--- src/rtl/txr_pkg.sv ---
package txr_pkg;

    localparam int DESC_BYTES = 16;
    localparam int BLEN_W     = 14;
    localparam int OWN_BIT    = 31;
    localparam int IC_BIT     = 31;

    typedef enum logic [2:0] {
        REG_CTRL = 3'd0,
        REG_BASE = 3'd1,
        REG_RLEN = 3'd2,
        REG_TAIL = 3'd3,
        REG_CUR  = 3'd4,
        REG_STAT = 3'd5
    } reg_sel_e;

    typedef enum logic [3:0] {
        ST_IDLE, ST_RD_REQ, ST_RD_WAIT, ST_CHECK,
        ST_DAT_REQ, ST_DAT_WAIT, ST_DAT_OUT, ST_WB, ST_NEXT
    } seq_st_e;

    typedef enum logic [1:0] {
        W_FLAGS, W_ADDR, W_CTRL
    } word_sel_e;

    typedef struct packed {
        logic        own;
        logic        rsv;
        logic        fs;
        logic        ls;
        logic [11:0] hi;
        logic        es;
        logic [14:0] tot;
    } w3_t;

    function automatic logic [7:0] pick_byte(input logic [31:0] w, input logic [1:0] lane);
        return w[{lane, 3'b000} +: 8];
    endfunction

endpackage

--- src/rtl/txr_regs.sv ---
module txr_regs
    import txr_pkg::*;
#(
    parameter int AW   = 32,
    parameter int RL_W = 8
) (
    input  logic            clk,
    input  logic            rst,
    input  logic            wr_en,
    input  logic [2:0]      addr,
    input  logic [31:0]     wdata,
    output logic [31:0]     rdata,
    input  logic [AW-1:0]   cur_ptr,
    input  logic            irq_set,
    output logic            run,
    output logic [AW-1:0]   base,
    output logic [RL_W-1:0] rlen,
    output logic [AW-1:0]   tail,
    output logic            base_wr,
    output logic            tail_wr,
    output logic            irq
);

    assign base_wr = wr_en && (addr == REG_BASE);
    assign tail_wr = wr_en && (addr == REG_TAIL);

    always_ff @(posedge clk) begin
        if (rst) begin
            run  <= 1'b0;
            base <= '0;
            rlen <= '0;
            tail <= '0;
            irq  <= 1'b0;
        end else begin
            if (wr_en && addr == REG_CTRL) run  <= wdata[0];
            if (base_wr)                   base <= wdata[AW-1:0];
            if (wr_en && addr == REG_RLEN) rlen <= wdata[RL_W-1:0];
            if (tail_wr)                   tail <= wdata[AW-1:0];
            if (irq_set)
                irq <= 1'b1;
            else if (wr_en && addr == REG_STAT && wdata[0])
                irq <= 1'b0;
        end
    end

    always_comb begin
        case (addr)
            REG_CTRL: rdata = {31'b0, run};
            REG_BASE: rdata = 32'(base);
            REG_RLEN: rdata = 32'(rlen);
            REG_TAIL: rdata = 32'(tail);
            REG_CUR:  rdata = 32'(cur_ptr);
            REG_STAT: rdata = {31'b0, irq};
            default:  rdata = '0;
        endcase
    end

endmodule

--- src/rtl/txr_ring_walker.sv ---
module txr_ring_walker
    import txr_pkg::*;
#(
    parameter int AW   = 32,
    parameter int RL_W = 8
) (
    input  logic            clk,
    input  logic            rst,
    input  logic [AW-1:0]   base,
    input  logic [AW-1:0]   base_new,
    input  logic            base_wr,
    input  logic [RL_W-1:0] rlen,
    input  logic [AW-1:0]   tail,
    input  logic            tail_wr,
    input  logic            adv,
    input  logic            susp_set,
    output logic [AW-1:0]   cur,
    output logic            pending
);

    localparam logic [AW-1:0] STEP = AW'(DESC_BYTES);

    logic [RL_W-1:0] idx;
    logic            susp;

    always_ff @(posedge clk) begin
        if (rst) begin
            cur  <= '0;
            idx  <= '0;
            susp <= 1'b0;
        end else begin
            if (base_wr) begin
                cur <= base_new;
                idx <= '0;
            end else if (adv) begin
                if (idx == rlen) begin
                    cur <= base;
                    idx <= '0;
                end else begin
                    cur <= cur + STEP;
                    idx <= idx + 1'b1;
                end
            end
            if (tail_wr)
                susp <= 1'b0;
            else if (susp_set)
                susp <= 1'b1;
        end
    end

    assign pending = (cur != tail) && !susp;

endmodule

--- src/rtl/txr_seq.sv ---
module txr_seq
    import txr_pkg::*;
#(
    parameter int AW = 32
) (
    input  logic          clk,
    input  logic          rst,
    input  logic          run,
    input  logic          pending,
    input  logic [AW-1:0] cur,
    output logic          mem_req,
    output logic          mem_we,
    output logic [AW-1:0] mem_addr,
    output logic [31:0]   mem_wdata,
    input  logic          mem_gnt,
    input  logic          mem_rvalid,
    input  logic [31:0]   mem_rdata,
    output logic          out_valid,
    input  logic          out_ready,
    output logic [7:0]    out_data,
    output logic          out_sof,
    output logic          out_eof,
    output logic          adv,
    output logic          susp_set,
    output logic          irq_set
);

    seq_st_e           st;
    word_sel_e         sel;
    logic [AW-1:0]     rd_addr;
    logic [AW-1:0]     w0;
    logic              w2_ic;
    logic [BLEN_W-1:0] w2_len;
    w3_t               w3;
    w3_t               wb;
    logic              err;
    logic              in_frame;
    logic [AW-1:0]     bptr;
    logic [BLEN_W-1:0] remain;
    logic              sof_pend;
    logic [31:0]       dword;
    logic              bad;
    logic              last_byte;

    assign bad       = (w2_len == '0) || (w3.fs == in_frame);
    assign last_byte = (remain == BLEN_W'(1));

    always_comb begin
        wb     = w3;
        wb.own = 1'b0;
        wb.es  = err;
    end

    always_comb begin
        mem_req   = 1'b0;
        mem_we    = 1'b0;
        mem_addr  = rd_addr;
        mem_wdata = wb;
        case (st)
            ST_RD_REQ:  mem_req = 1'b1;
            ST_DAT_REQ: begin
                mem_req  = 1'b1;
                mem_addr = {bptr[AW-1:2], 2'b00};
            end
            ST_WB: begin
                mem_req  = 1'b1;
                mem_we   = 1'b1;
                mem_addr = cur + AW'(12);
            end
            default: ;
        endcase
    end

    assign out_valid = (st == ST_DAT_OUT);
    assign out_data  = pick_byte(dword, bptr[1:0]);
    assign out_sof   = out_valid && sof_pend;
    assign out_eof   = out_valid && w3.ls && last_byte;

    assign adv      = (st == ST_NEXT);
    assign irq_set  = (st == ST_NEXT) && w2_ic;
    assign susp_set = (st == ST_RD_WAIT) && mem_rvalid && (sel == W_FLAGS) && !mem_rdata[OWN_BIT];

    always_ff @(posedge clk) begin
        if (rst) begin
            st       <= ST_IDLE;
            sel      <= W_FLAGS;
            rd_addr  <= '0;
            w0       <= '0;
            w2_ic    <= 1'b0;
            w2_len   <= '0;
            w3       <= '0;
            err      <= 1'b0;
            in_frame <= 1'b0;
            bptr     <= '0;
            remain   <= '0;
            sof_pend <= 1'b0;
            dword    <= '0;
        end else begin
            case (st)
                ST_IDLE: if (run && pending) begin
                    rd_addr <= cur + AW'(12);
                    sel     <= W_FLAGS;
                    st      <= ST_RD_REQ;
                end
                ST_RD_REQ: if (mem_gnt) st <= ST_RD_WAIT;
                ST_RD_WAIT: if (mem_rvalid) begin
                    case (sel)
                        W_FLAGS: begin
                            w3 <= w3_t'(mem_rdata);
                            if (mem_rdata[OWN_BIT]) begin
                                sel     <= W_ADDR;
                                rd_addr <= cur;
                                st      <= ST_RD_REQ;
                            end else begin
                                st <= ST_IDLE;
                            end
                        end
                        W_ADDR: begin
                            w0      <= mem_rdata[AW-1:0];
                            sel     <= W_CTRL;
                            rd_addr <= cur + AW'(8);
                            st      <= ST_RD_REQ;
                        end
                        default: begin
                            w2_ic  <= mem_rdata[IC_BIT];
                            w2_len <= mem_rdata[BLEN_W-1:0];
                            st     <= ST_CHECK;
                        end
                    endcase
                end
                ST_CHECK: begin
                    if (bad) begin
                        err      <= 1'b1;
                        in_frame <= 1'b0;
                        st       <= ST_WB;
                    end else begin
                        err      <= 1'b0;
                        in_frame <= !w3.ls;
                        bptr     <= w0;
                        remain   <= w2_len;
                        sof_pend <= w3.fs;
                        st       <= ST_DAT_REQ;
                    end
                end
                ST_DAT_REQ: if (mem_gnt) st <= ST_DAT_WAIT;
                ST_DAT_WAIT: if (mem_rvalid) begin
                    dword <= mem_rdata;
                    st    <= ST_DAT_OUT;
                end
                ST_DAT_OUT: if (out_ready) begin
                    bptr     <= bptr + AW'(1);
                    remain   <= remain - BLEN_W'(1);
                    sof_pend <= 1'b0;
                    if (last_byte)
                        st <= ST_WB;
                    else if (bptr[1:0] == 2'b11)
                        st <= ST_DAT_REQ;
                end
                ST_WB: if (mem_gnt) st <= ST_NEXT;
                ST_NEXT: st <= ST_IDLE;
                default: st <= ST_IDLE;
            endcase
        end
    end

endmodule

--- src/rtl/tx_ring_dma.sv ---
module tx_ring_dma
    import txr_pkg::*;
#(
    parameter int AW   = 32,
    parameter int RL_W = 8
) (
    input  logic          clk,
    input  logic          rst,
    input  logic          reg_wr_en,
    input  logic [2:0]    reg_addr,
    input  logic [31:0]   reg_wdata,
    output logic [31:0]   reg_rdata,
    output logic          mem_req,
    output logic          mem_we,
    output logic [AW-1:0] mem_addr,
    output logic [31:0]   mem_wdata,
    input  logic          mem_gnt,
    input  logic          mem_rvalid,
    input  logic [31:0]   mem_rdata,
    output logic          out_valid,
    input  logic          out_ready,
    output logic [7:0]    out_data,
    output logic          out_sof,
    output logic          out_eof,
    output logic          irq
);

    logic            run;
    logic [AW-1:0]   base;
    logic [RL_W-1:0] rlen;
    logic [AW-1:0]   tail;
    logic            base_wr;
    logic            tail_wr;
    logic [AW-1:0]   cur_ptr;
    logic            pending;
    logic            adv;
    logic            susp_set;
    logic            irq_set_w;

    txr_regs #(.AW(AW), .RL_W(RL_W)) regs_i (
        .clk(clk), .rst(rst), .wr_en(reg_wr_en), .addr(reg_addr),
        .wdata(reg_wdata), .rdata(reg_rdata), .cur_ptr(cur_ptr),
        .irq_set(irq_set_w), .run(run), .base(base), .rlen(rlen),
        .tail(tail), .base_wr(base_wr), .tail_wr(tail_wr), .irq(irq)
    );

    txr_ring_walker #(.AW(AW), .RL_W(RL_W)) walk_i (
        .clk(clk), .rst(rst), .base(base), .base_new(reg_wdata[AW-1:0]),
        .base_wr(base_wr), .rlen(rlen), .tail(tail), .tail_wr(tail_wr),
        .adv(adv), .susp_set(susp_set), .cur(cur_ptr), .pending(pending)
    );

    txr_seq #(.AW(AW)) seq_i (
        .clk(clk), .rst(rst), .run(run), .pending(pending), .cur(cur_ptr),
        .mem_req(mem_req), .mem_we(mem_we), .mem_addr(mem_addr),
        .mem_wdata(mem_wdata), .mem_gnt(mem_gnt), .mem_rvalid(mem_rvalid),
        .mem_rdata(mem_rdata), .out_valid(out_valid), .out_ready(out_ready),
        .out_data(out_data), .out_sof(out_sof), .out_eof(out_eof),
        .adv(adv), .susp_set(susp_set), .irq_set(irq_set_w)
    );

endmodule

--- config.mk ---
export PLATFORM = sky130hd
export DESIGN_NAME = tx_ring_dma
export DESIGN_NICKNAME = d
export VERILOG_FILES = /design/src/rtl/txr_pkg.sv /design/src/rtl/txr_regs.sv /design/src/rtl/txr_ring_walker.sv /design/src/rtl/txr_seq.sv /design/src/rtl/tx_ring_dma.sv
export SDC_FILE = /design/constraint.sdc
export NUM_CORES = 1
export LEC_CHECK = 0
export BUFFER_PORTS_ARGS = -buffer_cell sky130_fd_sc_hd__buf_2
export CAP_MARGIN = 20
export CORE_UTILIZATION = 55
export DETAILED_ROUTE_END_ITERATION = 12
export PLACE_DENSITY = 0.72
export SLEW_MARGIN = 20
export SYNTH_ARGS = -nofsm -noshare
export SYNTH_HDL_FRONTEND = slang
export SYNTH_SLANG_ARGS = --single-unit
--- constraint.sdc ---
create_clock -name clk -period 4.41 [get_ports clk]
set_input_delay 0.6615 -clock clk [delete_from_list [all_inputs] [get_ports clk]]
set_output_delay 0.6615 -clock clk [all_outputs]
set_load 0.05 [all_outputs]
==> impl_metrics.toml <==
[worst_hold_path]
min_from = "reg_wdata[23]"
min_path_type = "input pin to flip-flop"

[setup_path]
slowest_delay_ps = 780
crit_chain = "nand4_1 -> or4_1 -> nor4_1 -> xnor2_1 -> o21ai_0 -> buf_2"
worstPathRequired_ps = 3750
critPathLaunch = "walk_i.cur[17]"
crit_path_max_fanout = 17
critPathSlowestCell = "or4_1"
cp.arrival_ps = 3380
criticalPathCategory = "flip-flop to primary output"
crit_path_start_kind = "flip-flop"
cp_top_family = "simple AND/OR/NAND/NOR gates"
r2r-start = "walk_i.cur[25]"
cp-end-kind = "primary output"
crit_buf_inv = 1

[cts]
hold_buffers = 0
cts_tree = "built"
postCtsSetupBuffers = 0
cts.sinks = 311
clk_pin_slew_ps = 60
root_buffer = "clkbuf_16"
cts_buffers = 35
clockBufferDepth = 3
cts_resized = 0
htreeDepth = 2
insertion_delay_ps = 520

[logic_synthesis]
synth_nets = 2306
ys_seq_area_share_pct = 37.8
ys_types = 75
ys.flop_type = "dfxtp_1"
yosys.area.top_type = "dfxtp_1"
syn_avg_cell_area_sq_um = 7.40
netlist_top_cells_area = "dfxtp_1 (38%), nand2_1 (12%), a21oi_1 (8.4%)"
syn_inst = 2225
syn-cell-area_sq_um = 16500
synth-seq-cells = 311
synth_top_area_share_pct = 37.8
ys_async_sr_fraction_pct = 0
ys.warnings.count = 0
synth_edf_count = 0

[placed_design]
dp.cells = 2624
pre_cts_slack_ps = 1000
place_area_sq_um = 17400
io_buffers = 181
place_congestion = 0.949
dp_hpwl_mm = 38.2

[floorplan]
core_sq_um = 29100
num_io_pins = 183
die_h_um = 175
die_x_um = 175
initial_core_util_pct = 56.6
std_cell_rows = 62
dieArea_sq_um = 30600

[timing]
fmax_mhz = 247
hold_viol = 0
holdWs_ps = 392
tightest_slew_ps = 1090
slew_headroom_pct = 27.2
final.setup.tns_ps = 0
rsz0062_at_grt = "false"
slew_viol_final = 0
skew_ps = 16.2
setup_viol = 0
period_minus_slack_ps = 4040
layout_setup_ws_ps = 368
fin_crit_sh_pct = 91.7

[pwr]
ir_drop_uv = 277
power.density_nw_per_um2 = 333
leakage_nw = 6.55
power.total_mw = 6.15

[global_route]
grt_pass1_wl_mm = 85.4
antenna_found_initial = 0
grt_pass1_vias = 15186
grt_overflow = 0
track_usage_pct = 34.9
grt_max_degree = 198

[cells_and_area]
nets = 2358
final_cell_area_sq_um = 18500
final_common_cell = "nand2_1"
final_util_pct = 63.5
mostFrequentLayoutCells = "nand2_1 (510), dfxtp_1 (311), a21oi_1 (277)"
final_cells = 2683
syn_to_final_growth_pct = 12.1
drive_above_1_share_pct = 13.8

[route]
route.detailed.drc = 0
vias_per_cell = 6.26
ant_nets = 0
wirelength_mm = 54.9
vias = 16803
wire_per_inst_um = 20.4
first_pass_iters = 5
drtIter0Drc = 2028

[job]
maxCapViolCount = 0

[status]
status = "completed"
==> state kept, by name (all words and copies together), names as in the netlist <==
register	flops
walk_i.cur	32
seq_i.remain	14
regs_i.irq	1
regs_i.tail	32
walk_i.susp	1
seq_i.st	4
seq_i.w2_len	14
seq_i.dword	32
seq_i.err	1
walk_i.idx	8
regs_i.run	1
seq_i.mem_wdata	30
seq_i.rd_addr	32
seq_i.sel	2
seq_i.sof_pend	1
seq_i.in_frame	1
seq_i.bptr	32
seq_i.w2_ic	1
seq_i.w0	32
regs_i.base	32
regs_i.rlen	8
==> where the power goes <==
| part | switching (mW) | internal (mW) |
|---|---|---|
| logic | 0.310 | 0.124 |
| clock network | 1.17 | 1.66 |
| registers | 0.0394 | 2.84 |
==> final cells by class <==
class | count | area, sq um
tap | 384 | 480
inverter | 23 | 86.3
antenna | 2 | 5.00
timing repair buffer | 219 | 1210
sequential | 311 | 6230
multi-input combinational | 1687 | 9360
clock inverter | 8 | 67.6
fill | 2699 | 10600
clock buffer | 49 | 1020
==> per-layer routing <==
metal,share of wire (%),global-route usage (%),vias up
met4,4.8,17.3,0
met5,0,0,-
li1,-,-,7908
met1,41,46.7,7959
met3,8.3,4.59,137
met2,45,55.2,799
==> tightest hold or removal path, delay by kind of cell <==
kind | cells | cell delay [ps]
buf+inv | 1 | 110
simple gates | 1 | 50
compound gates | 1 | 50
==> kinds of logic after synthesis <==
group | after synthesis | share of synthesized area, %
other | 1 | 0.0228
AND/OR/NAND/NOR | 913 | 24.8
AO/OA/AOI/OAI | 624 | 22.7
multiplexers | 29 | 2.55
buffers and inverters | 227 | 5.55
XOR/XNOR | 112 | 5.96
flip-flops | 311 | 37.8
adder cells (fa/ha/maj) | 8 | 0.608
==> final timing paths <==
| check | to | slack [ps] | depth (start not counted) |
|---|---|---|---|
| max reg2reg | seq_i.rd_addr[30] | 1250 | 7 |
| min | regs_i.tail[23] | 390 | 3 |
| max | mem_addr[28] | 370 | 6 |
| min reg2reg | seq_i.mem_wdata[6] | 450 | 2 |
==> Yosys cell counts (all sizes together), types with 4 or more instances <==
library cell    n
nand3          54
nand2         511
nor4           28
and3           15
nand3b          5
nor2b          10
a21o            5
inv            23
and2           20
a221o           5
xnor2          51
o21ai         139
a22oi          65
clkbuf        169
mux4            9
or4             6
or2             4
o221a           5
buf            35
o32ai           7
mux2           13
dfxtp         311
mux2i           7
a311oi          5
nor3           76
a32oi           5
o31ai          10
o311a           8
and4           10
o211ai          7
or3            10
a211oi         20
o31a            5
nor3b           4
a2bb2oi         4
a31oi          16
nand4          39
nor2          110
o22ai          10
ha              8
xor2           61
a21oi         277
No activity file was read; power rests on OpenSTA's default activity.
